--- src/rtl/sram_ctl_pkg.sv ---
package sram_ctl_pkg;

    typedef enum logic [2:0] {
        ST_IDLE,
        ST_WSETUP,
        ST_WPULSE,
        ST_WREC,
        ST_RACC,
        ST_RREC,
        ST_RETAIN,
        ST_RECOVER
    } ctl_state_e;

    typedef enum logic [3:0] {
        TP_WCYC, TP_WPULSE, TP_CSEND, TP_ADEND, TP_DSET,
        TP_RCYC, TP_AACC, TP_OEACC, TP_FLOAT
    } tparam_e;

    typedef struct packed {
        logic cs1_n;
        logic cs2;
        logic oe_n;
        logic we_n;
        logic dq_oe;
    } pin_ctl_t;

    localparam pin_ctl_t PINS_PARKED = '{cs1_n: 1'b1, cs2: 1'b0, oe_n: 1'b1, we_n: 1'b1, dq_oe: 1'b0};

    // Nanosecond figures per speed grade: 0 = 45 ns, 1 = 55 ns, 2 = 70 ns.
    function automatic int unsigned grade_ns(int unsigned grade, tparam_e p);
        int unsigned v;
        v = 0;
        if (grade == 0) begin
            case (p)
                TP_WCYC:   v = 45;
                TP_WPULSE: v = 35;
                TP_CSEND:  v = 45;
                TP_ADEND:  v = 45;
                TP_DSET:   v = 15;
                TP_RCYC:   v = 45;
                TP_AACC:   v = 45;
                TP_OEACC:  v = 25;
                TP_FLOAT:  v = 20;
                default:   v = 0;
            endcase
        end else if (grade == 1) begin
            case (p)
                TP_WCYC:   v = 55;
                TP_WPULSE: v = 40;
                TP_CSEND:  v = 45;
                TP_ADEND:  v = 45;
                TP_DSET:   v = 25;
                TP_RCYC:   v = 55;
                TP_AACC:   v = 55;
                TP_OEACC:  v = 25;
                TP_FLOAT:  v = 20;
                default:   v = 0;
            endcase
        end else begin
            case (p)
                TP_WCYC:   v = 70;
                TP_WPULSE: v = 50;
                TP_CSEND:  v = 60;
                TP_ADEND:  v = 60;
                TP_DSET:   v = 30;
                TP_RCYC:   v = 70;
                TP_AACC:   v = 70;
                TP_OEACC:  v = 35;
                TP_FLOAT:  v = 25;
                default:   v = 0;
            endcase
        end
        return v;
    endfunction

    function automatic int unsigned cyc(int unsigned grade, tparam_e p, int unsigned clk_ns);
        return (grade_ns(grade, p) + clk_ns - 1) / clk_ns;
    endfunction

    function automatic int unsigned umax(int unsigned a, int unsigned b);
        return (a > b) ? a : b;
    endfunction

    function automatic int unsigned wp_cycles(int unsigned g, int unsigned t);
        return umax(umax(cyc(g, TP_WPULSE, t), cyc(g, TP_DSET, t)),
                    umax(umax(cyc(g, TP_CSEND, t), 1) - 1, umax(cyc(g, TP_ADEND, t), 1) - 1));
    endfunction

    function automatic int unsigned wr_cycles(int unsigned g, int unsigned t);
        int unsigned used;
        used = 1 + wp_cycles(g, t);
        return (cyc(g, TP_WCYC, t) > used + 1) ? cyc(g, TP_WCYC, t) - used : 1;
    endfunction

    function automatic int unsigned ra_cycles(int unsigned g, int unsigned t);
        return umax(1, umax(cyc(g, TP_AACC, t), cyc(g, TP_OEACC, t)));
    endfunction

    function automatic int unsigned rr_cycles(int unsigned g, int unsigned t);
        int unsigned rest;
        rest = (cyc(g, TP_RCYC, t) > ra_cycles(g, t)) ? cyc(g, TP_RCYC, t) - ra_cycles(g, t) : 0;
        return umax(1, umax(cyc(g, TP_FLOAT, t), rest));
    endfunction

    function automatic int unsigned rcv_cycles(int unsigned g, int unsigned t);
        return umax(1, cyc(g, TP_RCYC, t));
    endfunction

    function automatic pin_ctl_t pins_for(ctl_state_e s);
        pin_ctl_t p;
        p = PINS_PARKED;
        case (s)
            ST_WSETUP: begin p.cs1_n = 1'b0; p.cs2 = 1'b1; end
            ST_WPULSE: begin p.cs1_n = 1'b0; p.cs2 = 1'b1; p.we_n = 1'b0; p.dq_oe = 1'b1; end
            ST_RACC:   begin p.cs1_n = 1'b0; p.cs2 = 1'b1; p.oe_n = 1'b0; end
            default:   p = PINS_PARKED;
        endcase
        return p;
    endfunction

endpackage

--- src/rtl/sram_ctl_fsm.sv ---
module sram_ctl_fsm
    import sram_ctl_pkg::*;
#(
    parameter int unsigned WP_CYC  = 4,
    parameter int unsigned WR_CYC  = 1,
    parameter int unsigned RA_CYC  = 6,
    parameter int unsigned RR_CYC  = 2,
    parameter int unsigned RCV_CYC = 6,
    parameter int unsigned CNT_W   = 3
) (
    input  logic       clk,
    input  logic       rst,
    input  logic       req_valid,
    input  logic       req_write,
    input  logic       retain_req,
    output ctl_state_e state_q,
    output ctl_state_e state_d,
    output logic       accept,
    output logic       cap_strobe,
    output logic       op_done
);

    logic [CNT_W-1:0] cnt_q, cnt_d;
    logic             cnt_zero;

    assign cnt_zero = (cnt_q == '0);

    always_comb begin
        state_d    = state_q;
        cnt_d      = cnt_q;
        accept     = 1'b0;
        cap_strobe = 1'b0;
        case (state_q)
            ST_IDLE: begin
                if (retain_req) begin
                    state_d = ST_RETAIN;
                end else if (req_valid) begin
                    accept = 1'b1;
                    if (req_write) begin
                        state_d = ST_WSETUP;
                    end else begin
                        state_d = ST_RACC;
                        cnt_d   = CNT_W'(RA_CYC - 1);
                    end
                end
            end
            ST_WSETUP: begin
                state_d = ST_WPULSE;
                cnt_d   = CNT_W'(WP_CYC - 1);
            end
            ST_WPULSE: begin
                if (cnt_zero) begin
                    state_d = ST_WREC;
                    cnt_d   = CNT_W'(WR_CYC - 1);
                end else begin
                    cnt_d = cnt_q - CNT_W'(1);
                end
            end
            ST_WREC: begin
                if (cnt_zero) state_d = ST_IDLE;
                else          cnt_d   = cnt_q - CNT_W'(1);
            end
            ST_RACC: begin
                if (cnt_zero) begin
                    cap_strobe = 1'b1;
                    state_d    = ST_RREC;
                    cnt_d      = CNT_W'(RR_CYC - 1);
                end else begin
                    cnt_d = cnt_q - CNT_W'(1);
                end
            end
            ST_RREC: begin
                if (cnt_zero) state_d = ST_IDLE;
                else          cnt_d   = cnt_q - CNT_W'(1);
            end
            ST_RETAIN: begin
                if (!retain_req) begin
                    state_d = ST_RECOVER;
                    cnt_d   = CNT_W'(RCV_CYC - 1);
                end
            end
            ST_RECOVER: begin
                if (cnt_zero) state_d = ST_IDLE;
                else          cnt_d   = cnt_q - CNT_W'(1);
            end
            default: state_d = ST_IDLE;
        endcase
    end

    assign op_done = (state_d == ST_IDLE) && ((state_q == ST_WREC) || (state_q == ST_RREC));

    always_ff @(posedge clk) begin
        if (rst) begin
            state_q <= ST_IDLE;
            cnt_q   <= '0;
        end else begin
            state_q <= state_d;
            cnt_q   <= cnt_d;
        end
    end

endmodule

--- src/rtl/sram_ctl_pins.sv ---
module sram_ctl_pins
    import sram_ctl_pkg::*;
#(
    parameter int unsigned AW = 18,
    parameter int unsigned DW = 8
) (
    input  logic          clk,
    input  logic          rst,
    input  ctl_state_e    state_d,
    input  logic          accept,
    input  logic [AW-1:0] req_addr,
    input  logic [DW-1:0] req_wdata,
    output pin_ctl_t      pins_q,
    output logic [AW-1:0] addr_q,
    output logic [DW-1:0] wdata_q
);

    pin_ctl_t pins_d;

    // Pins are registered from the next state so they change on the same
    // edge as the state register and never glitch.
    always_comb pins_d = pins_for(state_d);

    always_ff @(posedge clk) begin
        if (rst) begin
            pins_q  <= PINS_PARKED;
            addr_q  <= '0;
            wdata_q <= '0;
        end else begin
            pins_q <= pins_d;
            if (accept) begin
                addr_q  <= req_addr;
                wdata_q <= req_wdata;
            end
        end
    end

endmodule

--- src/rtl/sram_ctl_rdcap.sv ---
module sram_ctl_rdcap #(
    parameter int unsigned DW = 8
) (
    input  logic          clk,
    input  logic          rst,
    input  logic          cap_strobe,
    input  logic          op_done,
    input  logic [DW-1:0] dq_in,
    output logic [DW-1:0] rdata_q,
    output logic          done_q
);

    always_ff @(posedge clk) begin
        if (rst) begin
            rdata_q <= '0;
            done_q  <= 1'b0;
        end else begin
            done_q <= op_done;
            if (cap_strobe) rdata_q <= dq_in;
        end
    end

endmodule

--- src/rtl/sram_ctl.sv ---
module sram_ctl
    import sram_ctl_pkg::*;
#(
    parameter int unsigned CLK_NS = 10,
    parameter int unsigned GRADE  = 1,
    parameter int unsigned AW     = 18,
    parameter int unsigned DW     = 8
) (
    input  logic          clk,
    input  logic          rst,
    input  logic          req_valid,
    input  logic          req_write,
    input  logic [AW-1:0] req_addr,
    input  logic [DW-1:0] req_wdata,
    output logic          req_ready,
    input  logic          retain_req,
    output logic          retained,
    output logic          done,
    output logic [DW-1:0] rdata,
    output logic [AW-1:0] mem_addr,
    output logic          mem_cs1_n,
    output logic          mem_cs2,
    output logic          mem_oe_n,
    output logic          mem_we_n,
    output logic [DW-1:0] mem_dq_out,
    output logic          mem_dq_oe,
    input  logic [DW-1:0] mem_dq_in
);

    localparam int unsigned WP_CYC  = wp_cycles(GRADE, CLK_NS);
    localparam int unsigned WR_CYC  = wr_cycles(GRADE, CLK_NS);
    localparam int unsigned RA_CYC  = ra_cycles(GRADE, CLK_NS);
    localparam int unsigned RR_CYC  = rr_cycles(GRADE, CLK_NS);
    localparam int unsigned RCV_CYC = rcv_cycles(GRADE, CLK_NS);
    localparam int unsigned MAX_CYC = umax(umax(WP_CYC, WR_CYC), umax(umax(RA_CYC, RR_CYC), RCV_CYC));
    localparam int unsigned CNT_W   = (MAX_CYC < 2) ? 1 : $clog2(MAX_CYC);

    ctl_state_e state_q, state_d;
    logic       accept, cap_strobe, op_done;
    pin_ctl_t   pins_q;

    sram_ctl_fsm #(
        .WP_CYC(WP_CYC), .WR_CYC(WR_CYC), .RA_CYC(RA_CYC),
        .RR_CYC(RR_CYC), .RCV_CYC(RCV_CYC), .CNT_W(CNT_W)
    ) u_fsm (
        .clk(clk), .rst(rst),
        .req_valid(req_valid), .req_write(req_write), .retain_req(retain_req),
        .state_q(state_q), .state_d(state_d),
        .accept(accept), .cap_strobe(cap_strobe), .op_done(op_done)
    );

    sram_ctl_pins #(.AW(AW), .DW(DW)) u_pins (
        .clk(clk), .rst(rst),
        .state_d(state_d), .accept(accept),
        .req_addr(req_addr), .req_wdata(req_wdata),
        .pins_q(pins_q), .addr_q(mem_addr), .wdata_q(mem_dq_out)
    );

    sram_ctl_rdcap #(.DW(DW)) u_rdcap (
        .clk(clk), .rst(rst),
        .cap_strobe(cap_strobe), .op_done(op_done),
        .dq_in(mem_dq_in), .rdata_q(rdata), .done_q(done)
    );

    assign mem_cs1_n = pins_q.cs1_n;
    assign mem_cs2   = pins_q.cs2;
    assign mem_oe_n  = pins_q.oe_n;
    assign mem_we_n  = pins_q.we_n;
    assign mem_dq_oe = pins_q.dq_oe;
    assign req_ready = (state_q == ST_IDLE);
    assign retained  = (state_q == ST_RETAIN);

endmodule

--- config.mk ---
export PLATFORM = sky130hd
export DESIGN_NAME = sram_ctl
export DESIGN_NICKNAME = d
export VERILOG_FILES = /design/src/rtl/sram_ctl_pkg.sv /design/src/rtl/sram_ctl_fsm.sv /design/src/rtl/sram_ctl_pins.sv /design/src/rtl/sram_ctl_rdcap.sv /design/src/rtl/sram_ctl.sv
export SDC_FILE = /design/constraint.sdc
export NUM_CORES = 1
export LEC_CHECK = 0
export ABC_AREA = 1
export BUFFER_PORTS_ARGS = -buffer_cell sky130_fd_sc_hd__buf_2
export CAP_MARGIN = 15
export CORE_UTILIZATION = 42
export CTS_CLUSTER_SIZE = 14
export DETAILED_ROUTE_END_ITERATION = 7
export PLACE_DENSITY = 0.75
export SYNTH_ARGS = -nofsm -noshare
export SYNTH_HDL_FRONTEND = slang
export SYNTH_SLANG_ARGS = --single-unit
export TNS_END_PERCENT = 30
--- constraint.sdc ---
create_clock -name clk -period 1.32 [get_ports clk]
set_input_delay 0.066 -clock clk [delete_from_list [all_inputs] [get_ports clk]]
set_output_delay 0.066 -clock clk [all_outputs]
set_load 0.01 [all_outputs]
# == Word level (Yosys, flattened, before mapping) ==
# Index checks and enable logic that the tools add are counted.
# word_totals
out_inout_bits,42
regBits,46
wordCells,59
input_bits,39
# op_classes
muxes,24
n_addsub,1
reduce_logical,8
n_eq_ne,15
# op_table
cell,count
$mux W3,14
$pmux W3 S6,2
$eq A3 B3 Y1 const B,5
$ne A2 B2 Y1 const B,5
$eq A3 B2 Y1 const B,3
$logic_not A3 Y1,3
$eq A3 B1 Y1 const B,2
$mux W1,6
$reduce_or A3 Y1,2
$reduce_and A5 Y1,1
$mux W2,2
$sub A3 B1 Y3 const B,1
$logic_and A1 B1 Y1,1
$logic_or A1 B1 Y1,1

# == Depth between registers and ports, before layout ==
# depth
ltp_word,7
depth_mapped,11
depth_no_buf,11

# == By module ==
# A second synthesis with hierarchy kept.
# unflattened
cells_unflattened,273
hier_area_um2,1986.9
# by_module_without_submodules
module,area_per_inst_um2,cells_per_inst,seq_area_each_um2,instances
sram_ctl_pins,1076.0,130,620.6,1
sram_ctl_fsm,514.2,83,120.1,1
sram_ctl_rdcap,369.1,54,180.2,1
sram_ctl,27.5,6,0.0,1

# == Least setup slack after synthesis ==
# No wires, ideal clock.
# synth_path
kind,register to register
from,reg u_fsm.cnt_q[0]
to,reg u_pins.pins_q[3] (netlist name)
n_path_buf,0
period_less_slack_ns,1.398
stages_incl_launch_ff,10
slack_ns,-0.078
t_arrival_ns,1.276
setup_ns,0.121
required_time_ns,1.199
path_cell_list,dfxtp_1 -> inv_1 -> ha_1 -> inv_1 -> nor2_1 -> nand3_1 -> nand2_1 -> nor2_1 -> nand3_2 -> nand3_1
# synth_between
elab_chain_cells,6
elab_cells_between_ends,10
cone_classes,3 x eq/ne; 5 x mux; 2 x reduce/logical
# synth_lines
element,line,rtl
"start, declared",sram_ctl_fsm.sv:23,"logic [CNT_W-1:0] cnt_q, cnt_d;"
"start signal, assigned",sram_ctl_fsm.sv:98,cnt_q <= cnt_d;
$logic_not A3 Y1 *,sram_ctl_fsm.sv:26,assign cnt_zero = (cnt_q == '0);
"$mux W3, on equally long branches",--,
$pmux W3 S6 *,sram_ctl_fsm.sv:33,case (state_q)
$eq A3 B1 Y1 (tied with other cells),sram_ctl_pkg.sv:112,case (s)
$reduce_or A3 Y1 (no line) *,--,
$mux W2 *,sram_ctl_pkg.sv:112,
# Every way passes the cells marked *; elsewhere a longest branch is shown, timed or not.
# A chain may end at the register's enable or synchronous reset.

# == Worst setup path in the final report ==
# layout_path
from,reg u_fsm.state_q[2]
to,reg u_pins.wdata_q[7]
# layout_between
elab_chain_cells,2
# layout_lines
element,line,rtl
"start, declared",sram_ctl_fsm.sv:16,"output ctl_state_e state_q,"
"start signal, assigned",sram_ctl_fsm.sv:97,state_q <= state_d;
$logic_not A3 Y1,sram_ctl_fsm.sv:33,
$mux W1,sram_ctl_fsm.sv:33,
"end signal, assigned",sram_ctl_pins.sv:33,wdata_q <= req_wdata;
"end, declared",sram_ctl_pins.sv:15,output logic [DW-1:0] wdata_q
# No other way between the ends.

==> flow_summary.toml <==
[floorplan]
ios = 81
die_y_um = 68.8
die_area_sq_mm = 0.00474
die_w_um = 68.8
placementRows = 23
coreArea_sq_mm = 0.00414
start_util = 0.453

[timing]
setup_ws_ns = -0.0312
slew_headroom = 0.814
clock_skew_ns = 0.0118
fmax_ghz = 0.740
tightest_slew_ns = 0.279
maxSlewViolCount = 0
grt_setup_unrepaired = "yes"
finalSetupViolCount = 14
post-route-min-period_ns = 1.35
fin_setup_tns_ns = -0.170
hold_ws_ns = -0.0123
fin_crit_sh = 1.02
hold_viol = 3

[logic_synthesis]
synth.distinct_cells = 21
synth_area_per_cell_sq_um = 7.22
synthesis.nets = 301
seq_area_frac_synth = 0.491
yosys_register_bits = 46
netlist_area_sq_mm = 0.00188
yosysWarnings = 0
syn_inst = 260

[status]
violations = "hold timing, setup timing"
outcome = "finished, violations left"

[setup_path]
crit_fanout = 26
cp_data_arrival_time_ns = 1.55
startpoint_type = "register"
cp-end-kind = "register"
path_class = "reg -> reg"
worstPathRequired_ns = 1.52

[final_layout]
design_area_sq_mm = 0.00301
final_nets = 431
final_cells = 441
antenna_cells = 0
drive_gt1_frac = 0.404
final_cell_mix = "buf_2, nor2_1, dfxtp_1, nand2_1, dlygate4sd3_1"
final_common_cell = "buf_2"
areaGrowthSynthToFinish_pct = 60.5

[power_and_ir_drop]
seq_power_share = 0.330
sw_frac_of_total = 0.404
p_int_mw = 3.53
p_comb_frac = 0.515
switchingPower_mw = 2.39
p_leak_nw = 1.56
power.density_mw_per_mm2 = 1970
p_clk_frac = 0.155
ir_worst_vdd_v = 0.00116
fin_total_pwr_mw = 5.92

[drt]
wl_per_cell_um = 12.6
totalWireLength_mm = 5.54
drt_iter0_markers = 145
via_count = 2113
ant_nets = 0
drc = 0
dr.pass1.iters = 4
viasPerCell = 4.79

[clock_network]
cts_tree = "yes"
clk_path_buf_depth = 2
cts-root-buf = "clkbuf_8"
cts_sinks = 46
clk_latency_ns = 0.30
path_clk_slew_ns = 0.09
cts-buffers-inserted = 5
htree_levels = 2

[global_route]
grt_pass1_wl_mm = 8.08
grt_max_degree = 37
grtUsageTotal = 0.233
antenna_found_initial = 0
grt_pass1_vias = 1874
grt_overflow = 0

[placement]
dp_hpwl_mm = 3.23
gp_congestion = 0.895
dp_cells = 401
place_ws_ns = -0.158
numPortBuffers = 80
dpl_cell_area_sq_mm = 0.00244

[hold_path]
min_path_type = "in -> reg"

[flow_run]
cap_violations = 0
[critical path, cell delays in order, from the launching register on]
cell and delay, ns:
dfxtp_4 0.38, nor2_4 0.14, nand2_2 0.09, nor3_4 0.20
buf_6 0.16, inv_6 0.09, nor2_1 0.13, nor2_1 0.06
[sequential cells by signal, summed over array words and instances, names as in the netlist]
| name | flops |
|---|---|
| u_rdcap.rdata_q | 8 |
| u_pins.pins_q | 5 |
| u_pins.wdata_q | 8 |
| u_rdcap.done_q | 1 |
| u_pins.addr_q | 18 |
| u_fsm.state_q | 3 |
| u_fsm.cnt_q | 3 |
[per-stage QoR]
step | utilization | hold slack (ns)
after global routing | 0.727 | 0.00314
after CTS | 0.686 | 0.00231
after global placement | 0.589 | 0.246
after floorplan | - | 0.135
final | 0.727 | -0.0123
after detailed placement | 0.589 | 0.251
[power by group through the flow]
stage | clock [mW] | combinational (mW) | sequential [mW]
floorplan | 0 | 1.33 | 2.06
global placement | 0 | 2.34 | 1.93
detailed placement | 0 | 2.38 | 1.93
CTS | 0.934 | 2.60 | 1.92
global route | 0.998 | 3.35 | 2.00
finish | 0.920 | 3.05 | 1.95
[layout make-up]
class | instances | area (sq um)
sequential | 46 | 931
fill | 329 | 1130
timing repair buffer | 132 | 893
tap | 50 | 62.6
inverter | 21 | 83.8
clock buffer | 7 | 86.3
clock inverter | 1 | 8.76
multi-input combinational | 184 | 947
[worst paths after layout]
check | cells after the start | to | from | slack, ns
worst max-delay path | 7 | u_pins.wdata_q[7] | u_fsm.state_q[2] | -0.03
worst min-delay path | 3 | u_rdcap.rdata_q[0] | mem_dq_in[0] | -0.01
worst max register to register | 7 | u_pins.wdata_q[7] | u_fsm.state_q[2] | -0.03
worst min register to register | 2 | u_fsm.cnt_q[1] | u_fsm.cnt_q[1] | 0.47
[cells by family (layout without fill, tap and decap cells)]
group,Yosys count,count (layout),share of synthesized area
and+or+nand+nor,141,141,0.309
DFF,46,46,0.491
AOI/OAI and AO/OA,40,40,0.108
buffers and inverters,30,161,0.0747
adders and majority gates,2,2,0.0133
xor gates and xnor gates,1,1,0.00467
[repair_timing]
item,CTS,global route
endpoints found under the hold margin,26,0
setup buffers,1,3
pin swaps,4,21
endpoints found under the setup margin,17,46
gates cloned,0,2
hold buffers,26,0
resized for setup,15,61
[synthesized netlist by cell type]
library cell  count  share of area
nor2_2            2         0.0067
nand2_2           1         0.0033
xnor2_1           1         0.0047
clkbuf_2          2         0.0053
ha_1              2          0.013
nor3_1            2         0.0053
nor2_4            1         0.0060
nand2_1          34          0.068
inv_1            20          0.040
o21ai_0          38           0.10
buf_6             3          0.018
dfxtp_1          46           0.49
nand3_1          11          0.029
nor3_4            1         0.0087
buf_2             2         0.0053
o21bai_1          1         0.0040
inv_2             1         0.0020
clkbuf_1          2         0.0040
nor2_1           88           0.18
nand3_2           1         0.0053
a21oi_1           1         0.0027
[routing by layer]
metal,vias up,share of wire,global-route usage
li1,1075,-,-
met1,957,0.42,0.268
met2,69,0.50,0.397
met3,12,0.060,0.0609
met4,0,0.018,0.115
met5,-,0,0
Power figures use the tool's default switching activity.
